$ cat config.mk
export PLATFORM = sky130hd
export DESIGN_NAME = rtc_calendar_core
export DESIGN_NICKNAME = d
export VERILOG_FILES = /design/src/rtl/rtc_pkg.sv /design/src/rtl/rtc_prescaler.sv /design/src/rtl/rtc_cal_next.sv /design/src/rtl/rtc_field_reg.sv /design/src/rtl/rtc_calendar_core.sv
export SDC_FILE = /design/constraint.sdc
export NUM_CORES = 1
export LEC_CHECK = 0
export ABC_AREA = 1
export BUFFER_PORTS_ARGS = -buffer_cell sky130_fd_sc_hd__buf_2
export CAP_MARGIN = 10
export CELL_PAD_IN_SITES_DETAIL_PLACEMENT = 0
export CELL_PAD_IN_SITES_GLOBAL_PLACEMENT = 1
export CORE_AREA = 4 4 175 177
export CTS_BUF_LIST = sky130_fd_sc_hd__clkbuf_8
export CTS_CLUSTER_DIAMETER = 80
export DETAILED_ROUTE_END_ITERATION = 8
export DIE_AREA = 0 0 179 181
export GPL_TIMING_DRIVEN = 0
export PLACE_DENSITY_LB_ADDON = 0.1
export REMOVE_ABC_BUFFERS = 1
export SYNTH_ARGS = -nofsm -noshare
export SYNTH_HDL_FRONTEND = slang
export SYNTH_SLANG_ARGS = --single-unit
$ cat constraint.sdc
create_clock -name clk -period 3.2 [get_ports clk]
set_clock_uncertainty 0.05 [all_clocks]
set_input_delay 0.16 -clock clk [delete_from_list [all_inputs] [get_ports clk]]
set_output_delay 0.16 -clock clk [all_outputs]
set_load 0.03 [all_outputs]
$ cat src/rtl/rtc_pkg.sv
package rtc_pkg;

  typedef struct packed {
    logic [7:0] yr;
    logic [7:0] mo;
    logic [7:0] dy;
    logic [7:0] hr;
    logic [7:0] mi;
    logic [7:0] se;
  } rtc_time_t;

  localparam int NUM_FIELDS = 6;

  localparam logic [7:0] OFS_CTRL = 8'h40;
  localparam logic [7:0] OFS_STAT = 8'h44;
  localparam logic [7:0] OFS_IEN  = 8'h48;

  // Increment a BCD byte, wrapping from top back to bottom.
  function automatic logic [7:0] bcd_step(input logic [7:0] v,
                                          input logic [7:0] top,
                                          input logic [7:0] bottom);
    if (v == top)            return bottom;
    else if (v[3:0] == 4'h9) return {v[7:4] + 4'h1, 4'h0};
    else                     return v + 8'h01;
  endfunction

  function automatic logic [6:0] bcd_to_bin(input logic [7:0] v);
    return ({3'b000, v[7:4]} * 7'd10) + {3'b000, v[3:0]};
  endfunction

  // Last day of the month, in BCD.
  function automatic logic [7:0] month_last_day(input logic [7:0] mo,
                                                input logic [7:0] yr);
    logic [6:0] ybin;
    ybin = bcd_to_bin(yr);
    case (mo)
      8'h02:                      return (ybin[1:0] == 2'b00) ? 8'h29 : 8'h28;
      8'h04, 8'h06, 8'h09, 8'h11: return 8'h30;
      default:                    return 8'h31;
    endcase
  endfunction

  // Reset value of a time field: day and month start at 1.
  function automatic logic [7:0] field_reset(input int idx);
    return (idx == 3 || idx == 4) ? 8'h01 : 8'h00;
  endfunction

endpackage

$ cat src/rtl/rtc_prescaler.sv
module rtc_prescaler #(
  parameter int TICKS_PER_SEC = 32768
) (
  input  logic clk,
  input  logic rst_n,
  input  logic run,
  input  logic tick_en,
  output logic busy,
  output logic sec_pulse
);
  localparam int CW = (TICKS_PER_SEC > 2) ? $clog2(TICKS_PER_SEC) : 1;
  localparam logic [CW-1:0] LAST = CW'(TICKS_PER_SEC - 1);

  logic [CW-1:0] cnt_q;

  always_ff @(posedge clk or negedge rst_n) begin
    if (!rst_n) begin
      cnt_q <= '0;
    end else if (run && tick_en) begin
      if (cnt_q == LAST) cnt_q <= '0;
      else               cnt_q <= cnt_q + 1'b1;
    end
  end

  assign busy      = run && (cnt_q == LAST);
  assign sec_pulse = busy && tick_en;
endmodule

$ cat src/rtl/rtc_cal_next.sv
module rtc_cal_next
  import rtc_pkg::*;
(
  input  rtc_time_t cur,
  output rtc_time_t nxt,
  output logic      wrap_sec,
  output logic      wrap_min,
  output logic      wrap_hr
);
  logic [7:0] last_day;
  logic       wrap_day;
  logic       wrap_mon;

  always_comb begin
    last_day = month_last_day(cur.mo, cur.yr);
    wrap_sec = (cur.se == 8'h59);
    wrap_min = wrap_sec && (cur.mi == 8'h59);
    wrap_hr  = wrap_min && (cur.hr == 8'h23);
    wrap_day = wrap_hr  && (cur.dy == last_day);
    wrap_mon = wrap_day && (cur.mo == 8'h12);

    nxt    = cur;
    nxt.se = bcd_step(cur.se, 8'h59, 8'h00);
    if (wrap_sec) nxt.mi = bcd_step(cur.mi, 8'h59, 8'h00);
    if (wrap_min) nxt.hr = bcd_step(cur.hr, 8'h23, 8'h00);
    if (wrap_hr)  nxt.dy = bcd_step(cur.dy, last_day, 8'h01);
    if (wrap_day) nxt.mo = bcd_step(cur.mo, 8'h12, 8'h01);
    if (wrap_mon) nxt.yr = bcd_step(cur.yr, 8'h99, 8'h00);
  end
endmodule

$ cat src/rtl/rtc_field_reg.sv
module rtc_field_reg #(
  parameter logic [7:0] RST_VAL = 8'h00
) (
  input  logic       clk,
  input  logic       rst_n,
  input  logic       ld,
  input  logic [7:0] ld_val,
  input  logic       step,
  input  logic [7:0] step_val,
  output logic [7:0] q
);
  always_ff @(posedge clk or negedge rst_n) begin
    if (!rst_n)    q <= RST_VAL;
    else if (ld)   q <= ld_val;
    else if (step) q <= step_val;
  end
endmodule

$ cat src/rtl/rtc_calendar_core.sv
module rtc_calendar_core
  import rtc_pkg::*;
#(
  parameter int TICKS_PER_SEC = 32768,
  parameter int ADDR_W        = 8
) (
  input  logic              clk,
  input  logic              rst_n,
  input  logic              tick_en,
  input  logic              bus_sel,
  input  logic              bus_wr,
  input  logic [ADDR_W-1:0] bus_addr,
  input  logic [7:0]        bus_wdata,
  output logic [7:0]        bus_rdata,
  output logic              irq_timer,
  output logic              irq_alarm
);
  localparam logic [ADDR_W-1:0] A_CTRL = ADDR_W'(OFS_CTRL);
  localparam logic [ADDR_W-1:0] A_STAT = ADDR_W'(OFS_STAT);
  localparam logic [ADDR_W-1:0] A_IEN  = ADDR_W'(OFS_IEN);

  logic                       run_q;
  logic                       ie_tmr_q, ie_alm_q;
  logic [4:0]                 flags_q, flags_d;
  logic                       busy, sec_pulse;
  logic [NUM_FIELDS-1:0][7:0] tq, aq, nxt_arr;
  rtc_time_t                  cur, nxt, alm;
  logic                       wrap_sec, wrap_min, wrap_hr;
  logic                       alm_hit;

  // address decode
  logic       wr_hit, in_low, win_time, win_alarm;
  logic [2:0] fidx;
  logic       time_wr;

  assign wr_hit    = bus_sel && bus_wr;
  assign fidx      = bus_addr[4:2];
  assign in_low    = (bus_addr[ADDR_W-1:6] == '0) && (bus_addr[1:0] == 2'b00)
                     && (fidx < 3'd6);
  assign win_time  = in_low && !bus_addr[5];
  assign win_alarm = in_low &&  bus_addr[5];
  assign time_wr   = wr_hit && win_time;

  rtc_prescaler #(.TICKS_PER_SEC(TICKS_PER_SEC)) u_presc (
    .clk      (clk),
    .rst_n    (rst_n),
    .run      (run_q),
    .tick_en  (tick_en),
    .busy     (busy),
    .sec_pulse(sec_pulse)
  );

  assign cur = tq;
  assign alm = aq;

  rtc_cal_next u_next (
    .cur     (cur),
    .nxt     (nxt),
    .wrap_sec(wrap_sec),
    .wrap_min(wrap_min),
    .wrap_hr (wrap_hr)
  );

  assign nxt_arr = nxt;
  assign alm_hit = (nxt == alm);

  for (genvar i = 0; i < NUM_FIELDS; i++) begin : g_field
    rtc_field_reg #(.RST_VAL(field_reset(i))) u_time (
      .clk     (clk),
      .rst_n   (rst_n),
      .ld      (time_wr && (fidx == 3'(i))),
      .ld_val  (bus_wdata),
      .step    (sec_pulse),
      .step_val(nxt_arr[i]),
      .q       (tq[i])
    );
    rtc_field_reg #(.RST_VAL(8'h00)) u_alarm (
      .clk     (clk),
      .rst_n   (rst_n),
      .ld      (wr_hit && win_alarm && (fidx == 3'(i))),
      .ld_val  (bus_wdata),
      .step    (1'b0),
      .step_val(8'h00),
      .q       (aq[i])
    );
  end

  // flags: [0]=second [1]=minute [2]=hour [3]=day [4]=alarm
  always_comb begin
    flags_d = flags_q;
    if (wr_hit && bus_addr == A_STAT) flags_d = flags_d & ~bus_wdata[6:2];
    if (sec_pulse) flags_d = flags_d | {alm_hit, wrap_hr, wrap_min, wrap_sec, 1'b1};
  end

  always_ff @(posedge clk or negedge rst_n) begin
    if (!rst_n) begin
      run_q    <= 1'b0;
      ie_tmr_q <= 1'b0;
      ie_alm_q <= 1'b0;
      flags_q  <= '0;
    end else begin
      flags_q <= flags_d;
      if (wr_hit && bus_addr == A_CTRL) run_q <= bus_wdata[0];
      if (wr_hit && bus_addr == A_IEN) begin
        ie_tmr_q <= bus_wdata[2];
        ie_alm_q <= bus_wdata[3];
      end
    end
  end

  always_comb begin
    bus_rdata = 8'h00;
    if (win_time)                bus_rdata = tq[fidx];
    else if (win_alarm)          bus_rdata = aq[fidx];
    else if (bus_addr == A_CTRL) bus_rdata = {7'b0, run_q};
    else if (bus_addr == A_STAT) bus_rdata = {1'b0, flags_q, run_q, busy};
    else if (bus_addr == A_IEN)  bus_rdata = {4'b0, ie_alm_q, ie_tmr_q, 2'b00};
  end

  assign irq_timer = ie_tmr_q && flags_q[0];
  assign irq_alarm = ie_alm_q && flags_q[4];
endmodule

* Yosys cells after proc, flatten, opt, wreduce, memory -nomap -nowiden
Index checks and enable logic that the tools add are counted.
Cells by class: $add $sub $neg 14, $mul 1, divide/modulo/power cells 0, $lt $le $gt $ge 2, equal/unequal tests 27, shift-type cells 0, multiplexer cells 43, bitwise gates (word level) 3, reductions and logical operators 43
Operator list (number):
- $mux 8 | 33
- $add 8x1->8 const B | 6
- $bmux 8 s3 | 2
- $eq 48x48->1 | 1
- $eq 8x7->1 const B | 5
- $logic_and 1x1->1 | 31
- $add 4x1->4 const B | 6
- $eq 4x4->1 const B | 6
- $eq 8x3->1 const B | 2
- $eq 8x5->1 const B | 2
- $pmux 8 s2 | 1
- $add 15x1->15 const B | 1
- $eq 15x15->1 const B | 1
- $mux 15 | 1
- $mux 7 | 2
- $reduce_bool 2->1 | 6
- $mux 5 | 2
- $eq 8x2->1 const B | 1
- $eq 8x4->1 const B | 1
- $eq 8x6->1 const B | 1
- $eq 8x8->1 | 1
- $eq 8x8->1 const B | 1
- $eq 3x2->1 const B | 2
- $eq 3x3->1 const B | 2
- 14 further kinds | 16
Word-level totals: flip-flop bits (word level) 119, bits in latches 0, bits in writable memories 0, memory bits (read-only) 0, bits of input ports 21, output and inout bits 10, word-level logic and storage cells 150, memories kept 0

* Logic depth before layout (Yosys ltp)
Gate-level depths: netlist (run 1).
depth in word-level cells 12, gate-level depth with buffers 20, gate-level depth less buffers 20

* By module
From an unflattened synthesis (run 1), not the netlist that was laid out.
Second synthesis, totals: cell total of the unflattened synthesis 1468, area, all modules 9517.9 µm²
Modules (own cells, without submodules):
- rtc_field_reg (g_field[0].u_alarm ...) | instances 10, cells an instance 44, area an instance 374.1 µm², sequential area each 200.2 µm²
- rtc_calendar_core | instances 1, cells an instance 480, area an instance 2270.9 µm², sequential area each 200.2 µm²
- rtc_cal_next | instances 1, cells an instance 349, area an instance 1915.6 µm², sequential area each 0.0 µm²
- rtc_prescaler | instances 1, cells an instance 111, area an instance 839.6 µm², sequential area each 375.4 µm²
- rtc_field_reg (g_field[3].u_time ...) | instances 2, cells an instance 44, area an instance 375.4 µm², sequential area each 201.4 µm²

* Least setup slack after synthesis (run 1)
No wires, ideal clock.
path type reg-to-reg, from register g_field[4].u_time.q[5], to register flags_q[4], setup time 65 ps, arrival 2207 ps, data required time 3085 ps, setup slack 879 ps, cell stages (with the launch flop) 20, path buffers 1, period minus slack after synthesis 2321 ps, cell sequence dfrtp_1 -> inv_1 -> ha_1 -> inv_1 -> nor2_1 -> nand2_1 -> nand2_2 -> nand3_2 -> nor2_4 -> nand3_4 -> nor2_4 -> buf_6 -> o21ai_0 -> nand3_1 -> nand3b_1 -> nor2_1 -> nand2_1 -> nor2_1 -> nand3_1 -> nand2_1
On the way: cells in the longest elaborated chain, start to end 10, elaborated cells on any way between the ends 22, those cells by class add/sub (2); eq/ne (8); mux (8); bitwise (1); reduce/logical (3)
Ends and longest elaborated chain:
- start, declared | line rtc_field_reg.sv:10 | output logic [7:0] q
- start signal, assigned | line rtc_field_reg.sv:14 | else if (ld) q <= ld_val;
- start signal, assigned | line rtc_field_reg.sv:15 | else if (step) q <= step_val;
- $eq 8x3->1, or another cell as far along | line rtc_pkg.sv:36 | case (mo)
- $reduce_or 4->1 | line rtc_pkg.sv:36
- $pmux 8 s2 | line rtc_pkg.sv:36
- $eq 8x8->1 | line rtc_pkg.sv:22, rtc_cal_next.sv:19
- $logic_and 1x1->1 | line rtc_cal_next.sv:19 | wrap_day = wrap_hr && (cur.dy == last_day);
- $logic_and 1x1->1 | line rtc_cal_next.sv:20 | wrap_mon = wrap_day && (cur.mo == 8'h12);
- $mux 8 | line rtc_cal_next.sv:28 | if (wrap_mon) nxt.yr = bcd_step(cur.yr, 8'h99, 8'h00);
- $eq 48x48->1 * | line rtc_calendar_core.sv:65 | assign alm_hit = (nxt == alm);
- $or 5x5->5 * | line rtc_calendar_core.sv:92 | if (sec_pulse) flags_d = flags_d | {alm_hit, wrap_hr, wrap_min, wrap_sec, 1'b1};
- $mux 5 * | line rtc_calendar_core.sv:92
- via flags_d[4] | line rtc_calendar_core.sv:24 | logic [4:0] flags_q, flags_d;
- end signal, assigned | line rtc_calendar_core.sv:102 | flags_q <= flags_d;
- end, declared | line rtc_calendar_core.sv:24
The timed path passes the listed nets; every way through them passes the cells marked *. A chain may end at the register's enable or synchronous reset.

* Worst setup path after layout (run 1)
from register g_field[0].u_time.q[5], to register flags_q[4]
On the way: cells in the longest elaborated chain, start to end 9, elaborated cells on any way between the ends 17, those cells by class add/sub (2); eq/ne (2); mux (8); bitwise (1); reduce/logical (4)
Ends and longest elaborated chain (line):
- start, declared | rtc_field_reg.sv:10
- start signal, assigned | rtc_field_reg.sv:14
- start signal, assigned | rtc_field_reg.sv:15
- parallel branches: the longest is 6 deep, another holds $add 8x1->8
- $eq 48x48->1 * | rtc_calendar_core.sv:65
- $or 5x5->5 * | rtc_calendar_core.sv:92
- $mux 5 * | rtc_calendar_core.sv:92
- via flags_d[4] | rtc_calendar_core.sv:24
Mark *: on every way through the listed nets, which the timed path passes.

==> results by group, run 1 <==
Drt
  – Total number of vias: a little under 9000
  – TritonRoute pass-1 iters: 5
  – Drc violations: 0
  – Final WL: about 35000 µm
  – Via/cell ratio: roughly 5.2
  – Routed len/inst: slightly above 20 µm
  – Post-detailed-route count of antenna-violating nets: 0
  – Drt initial violations: between 700 and 800

Die
  – Ports: 31
  – Core area: just under 30000 µm²
  – Die height: about 180 µm
  – Initial Util: 0.296
  – Site row count: 63
  – Die X: between 150 and 200 µm
  – Die area: 32400 µm²

Clock tree
  – Sink Count: about 120
  – CTS max path bufs: 2
  – Worst skew pair latency: roughly 0.47 ns
  – Num CTS Buffers: 17
  – CTS tree: built
  – CTS root buf: clkbuf_8
  – H-Tree Depth: 4
  – Clock transition at path regs: 0.09 ns

Timing
  – Worst Max-Slew Pin Slew: 0.979 ns
  – Max Clock Freq: roughly 330 MHz
  – Post-Route Setup TNS: 0 ns
  – Slew HR: 0.347
  – Slew Viols, Final: 0
  – Final min period: between 3 and 4 ns
  – RSZ-0062 raised after global routing: true
  – Fin. Hold Viols: 0
  – Period utilisation layout: 0.945
  – Setup Viol. Count Final: 0

Worst setup path
  – Required @ worst endpoint: between 3 and 4 ns
  – Reg2reg path depth: 17
  – CP Data Arrival Time: between 3 and 4 ns
  – Critical Path End Type: register
  – Flop-to-flop setup slack: about 0.18 ns
  – Reg-to-Reg Start: g_field[0].u_time.q[5]$_DFFE_PN0P_
  – Startpoint Class: register
  – Reg-to-reg endpoint: flags_q[4]$_DFF_PN0_
  – Setup CP Type: register to register
  – Maximum fanout along the worst path: 12

Cells and area
  – Core Util, Final: 0.334
  – Reg area: ~3000 µm²
  – Multi-input gate area: around 5000 µm²
  – Layout overhead on the synthesized area: 12.7%
  – Layout cells sized above 1: 0.104
  – Final #Nets: between 1000 and 1500
  – Most frequent cells in the layout: 362 x nand2_1, 145 x inv_1, 130 x nand3_1
  – Most common cell after layout, fill and taps aside: nand2_1
  – Fillcell total: between 3000 and 4000

Pwr
  – Cell area power density: 354 nW/µm²
  – Leak: ~4.5 nW
  – Max VDD drop: roughly 0.22 mV

Global route
  – GR Overflow Total: 0
  – Largest net degree at the start of global routing: 69
  – First-pass GRT wire length: 52200 µm
  – Number of global-route vias before repair: 8276
  – All-Layer GR Usage: 0.215
  – Initial antenna violation count: 1

Synth
  – Syn Inst Count: 1257
  – Avg Cell Area, Syn: 6.89 µm²
  – Register area share after synthesis: 0.344
  – Post-Syn Area: roughly 8700 µm²
  – Register bit count reported by yosys: between 100 and 150
  – Synth Warn #: 0
  – Netlist cell types: 43
  – Post-synth EDFFs: 0
  – Main synth FF type: dfrtp_1
  – Ys async rst share: 1.00

Hold path
  – Hold WC Path Type: input pin to register
  – WHS Path Cells: 4
  – Hold endpoint: u_presc.cnt_q[1]$_DFFE_PN0P_
  – Min-delay src: tick_en

Run
  – Max cap viols: 0

Placement
  – IO buf count: 30
  – Final Wtd Congestion: 0.876
  – Final HPWL DP: approximately 25000 µm

Run status
  – Status: completed
## cell usage after synthesis, types with 2 or more instances
| library cell | number | area (µm²) |
|---|---|---|
| nand2_1 | 362 | 1360 |
| dfstp_2 | 2 | 52.6 |
| nor4_1 | 2 | 12.5 |
| nand2_2 | 11 | 68.8 |
| o21ai_2 | 2 | 17.5 |
| nand3_1 | 132 | 661 |
| clkinv_1 | 3 | 11.3 |
| nor3_2 | 3 | 30.0 |
| nand4_1 | 31 | 194 |
| inv_2 | 8 | 30.0 |
| inv_1 | 149 | 559 |
| nor2_2 | 6 | 37.5 |
| a211oi_1 | 3 | 22.5 |
| nand4_4 | 2 | 42.5 |
| clkbuf_1 | 28 | 105 |
| o22ai_1 | 28 | 175 |
| buf_6 | 4 | 45.0 |
| xor2_1 | 13 | 114 |
| nand3b_1 | 6 | 45.0 |
| o211ai_1 | 3 | 22.5 |
| nor3_1 | 17 | 85.1 |
| a21oi_1 | 19 | 95.1 |
| o21ai_0 | 97 | 485 |
| a22oi_1 | 2 | 15.0 |
| buf_4 | 2 | 15.0 |
| xnor2_1 | 4 | 35.0 |
| nand3_2 | 4 | 40.0 |
| dfrtp_1 | 117 | 2930 |
| nor2_1 | 92 | 345 |
| ha_1 | 23 | 288 |
| nor2_4 | 5 | 56.3 |
| buf_2 | 4 | 20.0 |
| o221ai_1 | 63 | 552 |
## logic make-up (layout without fill, tap and decap cells)
group,after synthesis,count (layout),share of synthesized area
AND/OR/NAND/NOR,677,677,0.350
buffers and inverters,199,234,0.0911
flip-flops,119,119,0.344
AO/OA/AOI/OAI,222,222,0.165
XOR/XNOR,17,17,0.0172
other,0,1,0
adder cells (fa/ha/maj),23,23,0.0332
## metrics by stage
| step | setup slack (ns) | hold slack, ns | power [mW] | area [µm²] | cells |
|---|---|---|---|---|---|
| finish | 0.176 | 0.144 | 3.46 | 9770 | 1683 |
| global route | -0.111 | 0.198 | 3.62 | 9770 | 1682 |
| CTS | 0.00523 | 0.131 | 3.50 | 9700 | 1682 |
| detailed placement | -0.682 | 0.103 | 2.02 | 9160 | 1639 |
| global placement | -1.52 | 0.416 | 2.02 | 9110 | 1638 |
| floorplan | 0.500 | -0.186 | 1.84 | 8480 | 1218 |
## flip-flops by register name (all words and copies together), names as in the netlist
register and count:
flags_q 5, run_q 1, ie_alm_q 1, g_field.u_time.q 48
u_presc.cnt_q 15, ie_tmr_q 1, g_field.u_alarm.q 48
## critical path, stage by stage, from the launching register on
cell and delay, ns:
dfrtp_1 0.43, inv_1 0.16, ha_1 0.19, nand2_1 0.05, nor2_1 0.22, nand2_2 0.14
nor2_4 0.17, buf_6 0.18, nand4_1 0.18, nand3_1 0.18, nand2_1 0.08, nor2_1 0.10
nand2_1 0.06, nor2_1 0.20, nand4_1 0.21, nor3_2 0.15, nand3_1 0.13, nand2_1 0.08
## report_power, final
part	internal (mW)	switching, mW
combinational	0.113	0.281
sequential	1.55	0.0507
clock	0.720	0.746
total	2.38	1.08
## final cells by class
| type | count | share of cell area |
|---|---|---|
| inverter | 160 | 0.0619 |
| antenna | 1 | 0.000256 |
| timing repair buffer | 43 | 0.0313 |
| sequential | 119 | 0.305 |
| clock buffer | 18 | 0.0254 |
| clock inverter | 13 | 0.0151 |
| multi-input combinational | 939 | 0.511 |
| tap | 390 | 0.0500 |
## worst max path at each step
stage | from | end
final | g_field[0].u_time.q[5]$_DFFE_PN0P_ | flags_q[4]$_DFF_PN0_
after global routing | u_presc.cnt_q[4]$_DFFE_PN0P_ | g_field[3].u_time.q[0]$_DFFE_PN1P_
after CTS | g_field[1].u_time.q[1]$_DFFE_PN0P_ | flags_q[4]$_DFF_PN0_
after detailed placement | g_field[0].u_time.q[1]$_DFFE_PN0P_ | flags_q[4]$_DFF_PN0_
after global placement | u_presc.cnt_q[4]$_DFFE_PN0P_ | g_field[0].u_time.q[1]$_DFFE_PN0P_
after floorplan | g_field[0].u_time.q[1]$_DFFE_PN0P_ | flags_q[4]$_DFF_PN0_
## metal layers
layer  part of all wire  up-vias  wire (µm)  GRT usage
li1                   -     4330          -          -
met1               0.47     4215      16200      0.302
met2               0.46      204      16000      0.339
met3              0.040       43       1390     0.0339
met4              0.025        0        871     0.0645
met5                  0        -          0          0
## timing repair
| action | 4_1_cts | 5_1_grt |
|---|---|---|
| hold buffers | 1 | 0 |
| setup buffers | 11 | 0 |
| gates resized for setup | 6 | 21 |
| endpoints found under the setup margin | 9 | 22 |
| hold endpoints to repair | 51 | 0 |
| pin swaps | 6 | 1 |
Note: power is estimated with default switching activity, not from simulation.
==> inputs of run 2 (changes only) <==
Settings changed: BUFFER_PORTS_ARGS -buffer_cell sky130_fd_sc_hd__buf_2 to not set, CORE_AREA 4 4 175 177 to 4 4 138 140, DIE_AREA 0 0 179 181 to 0 0 142 144, DONT_BUFFER_PORTS set to 1, SLEW_MARGIN set to 20.
==> run 2 against run 1 <==
Effect of this change:
- utilization is 19 points higher
- critical path depth is the same
- combinational power decreased by 7.4%
- setup slack worse by 0.14 ns
- worst hold slack worse by 0.098 ns
- sequential share of layout area increased by 1.3 points
- critical path type unchanged
- largest power group unchanged
==> results by group, run 2 (synthesis results as in run 1) <==
Drt
  – TritonRoute pass-1 iters: 6 (+1)
  – Drt initial violations: 965 (+34%)
  – Routed len/inst: 20.3 µm (-1.0%)
  – Drc violations: 0 (unchanged)
  – Post-detailed-route count of antenna-violating nets: 0 (unchanged)
  – Via/cell ratio: 5.88 (+13%)
  – Total number of vias: 8778 (-0.16%)
  – Final WL: 30300 µm (-12%)

Pwr
  – Leak: 4.32 nW (-3.0%)
  – Cell area power density: 363 nW/µm² (+2.5%)
  – Comb pwr share: 0.107 (-0.007)
  – Switching pwr: 1.07 mW (-1.0%)
  – Pint: 2.33 mW (-2.1%)
  – Max VDD drop: 0.287 mV (+29%)
  – Clock Power Share: 0.422 (-0.002)
  – Sw Share: 0.314 (+0.00244)
  – Seq pwr share: 0.470 (+0.008)
  – Overall Power: 3.40 mW (-1.8%)

Timing
  – Period utilisation layout: 0.989 (+0.0441)
  – Worst Max-Slew Pin Slew: 1.05 ns (+0.0668 ns)
  – Slew HR: 0.295 (-0.0512)
  – Max Clock Freq: 316 MHz (-4.5%)
  – Setup Viol. Count Final: 0 (unchanged)
  – Slew Viols, Final: 0 (unchanged)
  – RSZ-0062 raised after global routing: true
  – Post-Route Setup TNS: 0 ns (unchanged)
  – Fin worst setup slack: 0.0348 ns (-0.141 ns)
  – Final min period: 3.17 ns (+0.141 ns)
  – Fin. Hold Viols: 0 (unchanged)
  – Hold_ws: 0.0461 ns (-0.0983 ns)

Die
  – Die height: 144 µm (-20%)
  – Core area: 17800 µm² (-39%)
  – Die area: 20400 µm² (-37%)
  – Initial Util: 0.486 (+0.189)
  – Site row count: 49 (-22%)
  – Ports: 31 (unchanged)
  – Die X: 142 µm (-21%)

Placement
  – Final Wtd Congestion: 0.936 (+6.8%)
  – DP Area: 8770 µm² (-4.2%)
  – Place WS: -0.538 ns (+0.144 ns)
  – IO buf count: 0 (-100%)
  – Cells after DPL: 1447 (-12%)
  – Final HPWL DP: 21500 µm (-15%)

Worst setup path
  – Worst path max stage delay: 0.44 ns (about the same)
  – Startpoint Class: register
  – Maximum fanout along the worst path: 14 (+2)
  – Top delay family on crit path: simple AND/OR/NAND/NOR gates
  – CP cell instances: inv_1, ha_1, nand2_1, nor2_2, nand2_4, nor2_4, buf_4, nand4_1, nand3_1, nand2_1, nor2_2, nand3_1, nor2_1, nand4_1, nor3_2, nand3_1, nand2_1
  – CP Data Arrival Time: 3.53 ns (+0.16 ns)
  – Crit-path slowest cell: dfrtp_1
  – Reg2reg path depth: 17 (unchanged)
  – Buf/Inv on CP: 2 (unchanged)
  – Critical Path End Type: register
  – Setup CP Type: register to register
  – Reg-to-reg endpoint: flags_q[4]$_DFF_PN0_
  – Worst setup path startpoint: g_field[0].u_time.q[1]$_DFFE_PN0P_
  – Reg-to-Reg Start: g_field[0].u_time.q[1]$_DFFE_PN0P_
  – Flop-to-flop setup slack: 0.03 ns (-0.14 ns)
  – Required @ worst endpoint: 3.57 ns (+0.02 ns)
  – CP Capture Point: flags_q[4]$_DFF_PN0_
  – Stages on the worst setup path: 17 (unchanged)

Global route
  – Initial antenna violation count: 0 (-1)
  – First-pass GRT wire length: 46100 µm (-12%)
  – Largest net degree at the start of global routing: 120 (+74%)
  – GR Overflow Total: 0 (unchanged)
  – All-Layer GR Usage: 0.298 (+0.0832)
  – Number of global-route vias before repair: 7886 (-4.7%)

Cells and area
  – Fin area: 9370 µm² (-4.1%)
  – Most frequent cells in the layout: 360 x nand2_1, 149 x inv_1, 131 x nand3_1
  – Core Util, Final: 0.525 (+0.191)
  – Final #Nets: 1294 (-2.3%)
  – Layout overhead on the synthesized area: 8.09%
  – Final Non-Filler Cells: 1493 (-11%)
  – Most common cell after layout, fill and taps aside: nand2_1
  – Layout cells sized above 1: 0.0768 (-0.0277)
  – Top Registers: g_field.u_alarm.q x48, g_field.u_time.q x48, u_presc.cnt_q x15
  – Fillcell total: 1803 (-44%)

Clock tree
  – Sink Count: 119 (unchanged)
  – CTS tree: built
  – H-Tree Depth: 4 (unchanged)
  – Clock transition at path regs: 0.09 ns (about the same)
  – CTS root buf: clkbuf_8
  – CTS max path bufs: 2 (unchanged)
  – Worst skew pair latency: 0.47 ns (about the same)
  – Num CTS Buffers: 17 (unchanged)

Run
  – Max cap viols: 0 (unchanged)

Run status
  – Status: completed

Hold path
  – Hold WC Path Type: input pin to register
-- run 2: cell types whose count changed in the layout (fill, tap and decap cells not counted), moves of 2 or more --
| cell | change |
|---|---|
| nor2_4 | -2 |
| buf_4 | -2 |
| inv_2 | -5 |
| buf_6 | -2 |
| nand3_4 | -2 |
| inv_6 | +4 |
| nand2_1 | -2 |
| buf_2 | -29 |
| dlygate4sd3_1 | +2 |
| nor2_2 | +3 |
| inv_1 | +4 |
| clkinv_4 | -4 |
-- run 2: cell type report --
class	instances	area [µm²]	share of cell area
inverters	160	601	0.0641
diodes	1	2.50	0.000267
repair buffers	12	143	0.0152
clock inverters	13	130	0.0139
clock buffers	19	262	0.0279
multi-input cells	940	4960	0.530
flip-flops and latches	119	2980	0.318
well taps	229	287	0.0306
-- run 2: power by group through the flow --
stage               logic [mW]  registers [mW]  clock network [mW]
detailed placement       0.320            1.63                   0
global placement         0.317            1.63                   0
finish                   0.365            1.60                1.44
global route             0.407            1.61                1.51
floorplan                0.228            1.61                   0
CTS                      0.361            1.60                1.44
-- run 2: worst min path at each step --
stage	to	from	cells past startpoint	slack, ns
after floorplan	flags_q[0]$_DFFE_PN0P_	rst_n	0	-0.19
after global placement	g_field[3].u_alarm.q[1]$_DFFE_PN0P_	rst_n	0	-0.18
after detailed placement	g_field[3].u_alarm.q[1]$_DFFE_PN0P_	rst_n	0	-0.18
after CTS	run_q$_DFFE_PN0P_	bus_addr[0]	5	0.02
after global routing	run_q$_DFFE_PN0P_	bus_addr[0]	5	0.08
final	run_q$_DFFE_PN0P_	bus_addr[0]	5	0.05
-- run 2: routing by layer --
layer / global-route usage / vias to the layer above / part of all wire
li1: - / 4257 / -
met1: 0.427 / 4067 / 0.45
met2: 0.450 / 377 / 0.44
met3: 0.0651 / 77 / 0.081
met4: 0.0995 / 0 / 0.033
met5: 0 / - / 0
-- run 2: worst min-delay path, delay by kind of cell --
family | cells | cell delay [ns]
simple gates | 3 | 0.23
buf+inv | 1 | 0.10
compound gates | 1 | 0.04
-- run 2: what timing repair did --
item | in CTS | in global routing
buffers inserted | 8 | 0
resized for setup | 3 | 9
pin swaps | 5 | 1
endpoints found under the setup margin | 8 | 11
hold buffers | 4 | 0
gates cloned | 1 | 0
endpoints found under the hold margin | 120 | 0
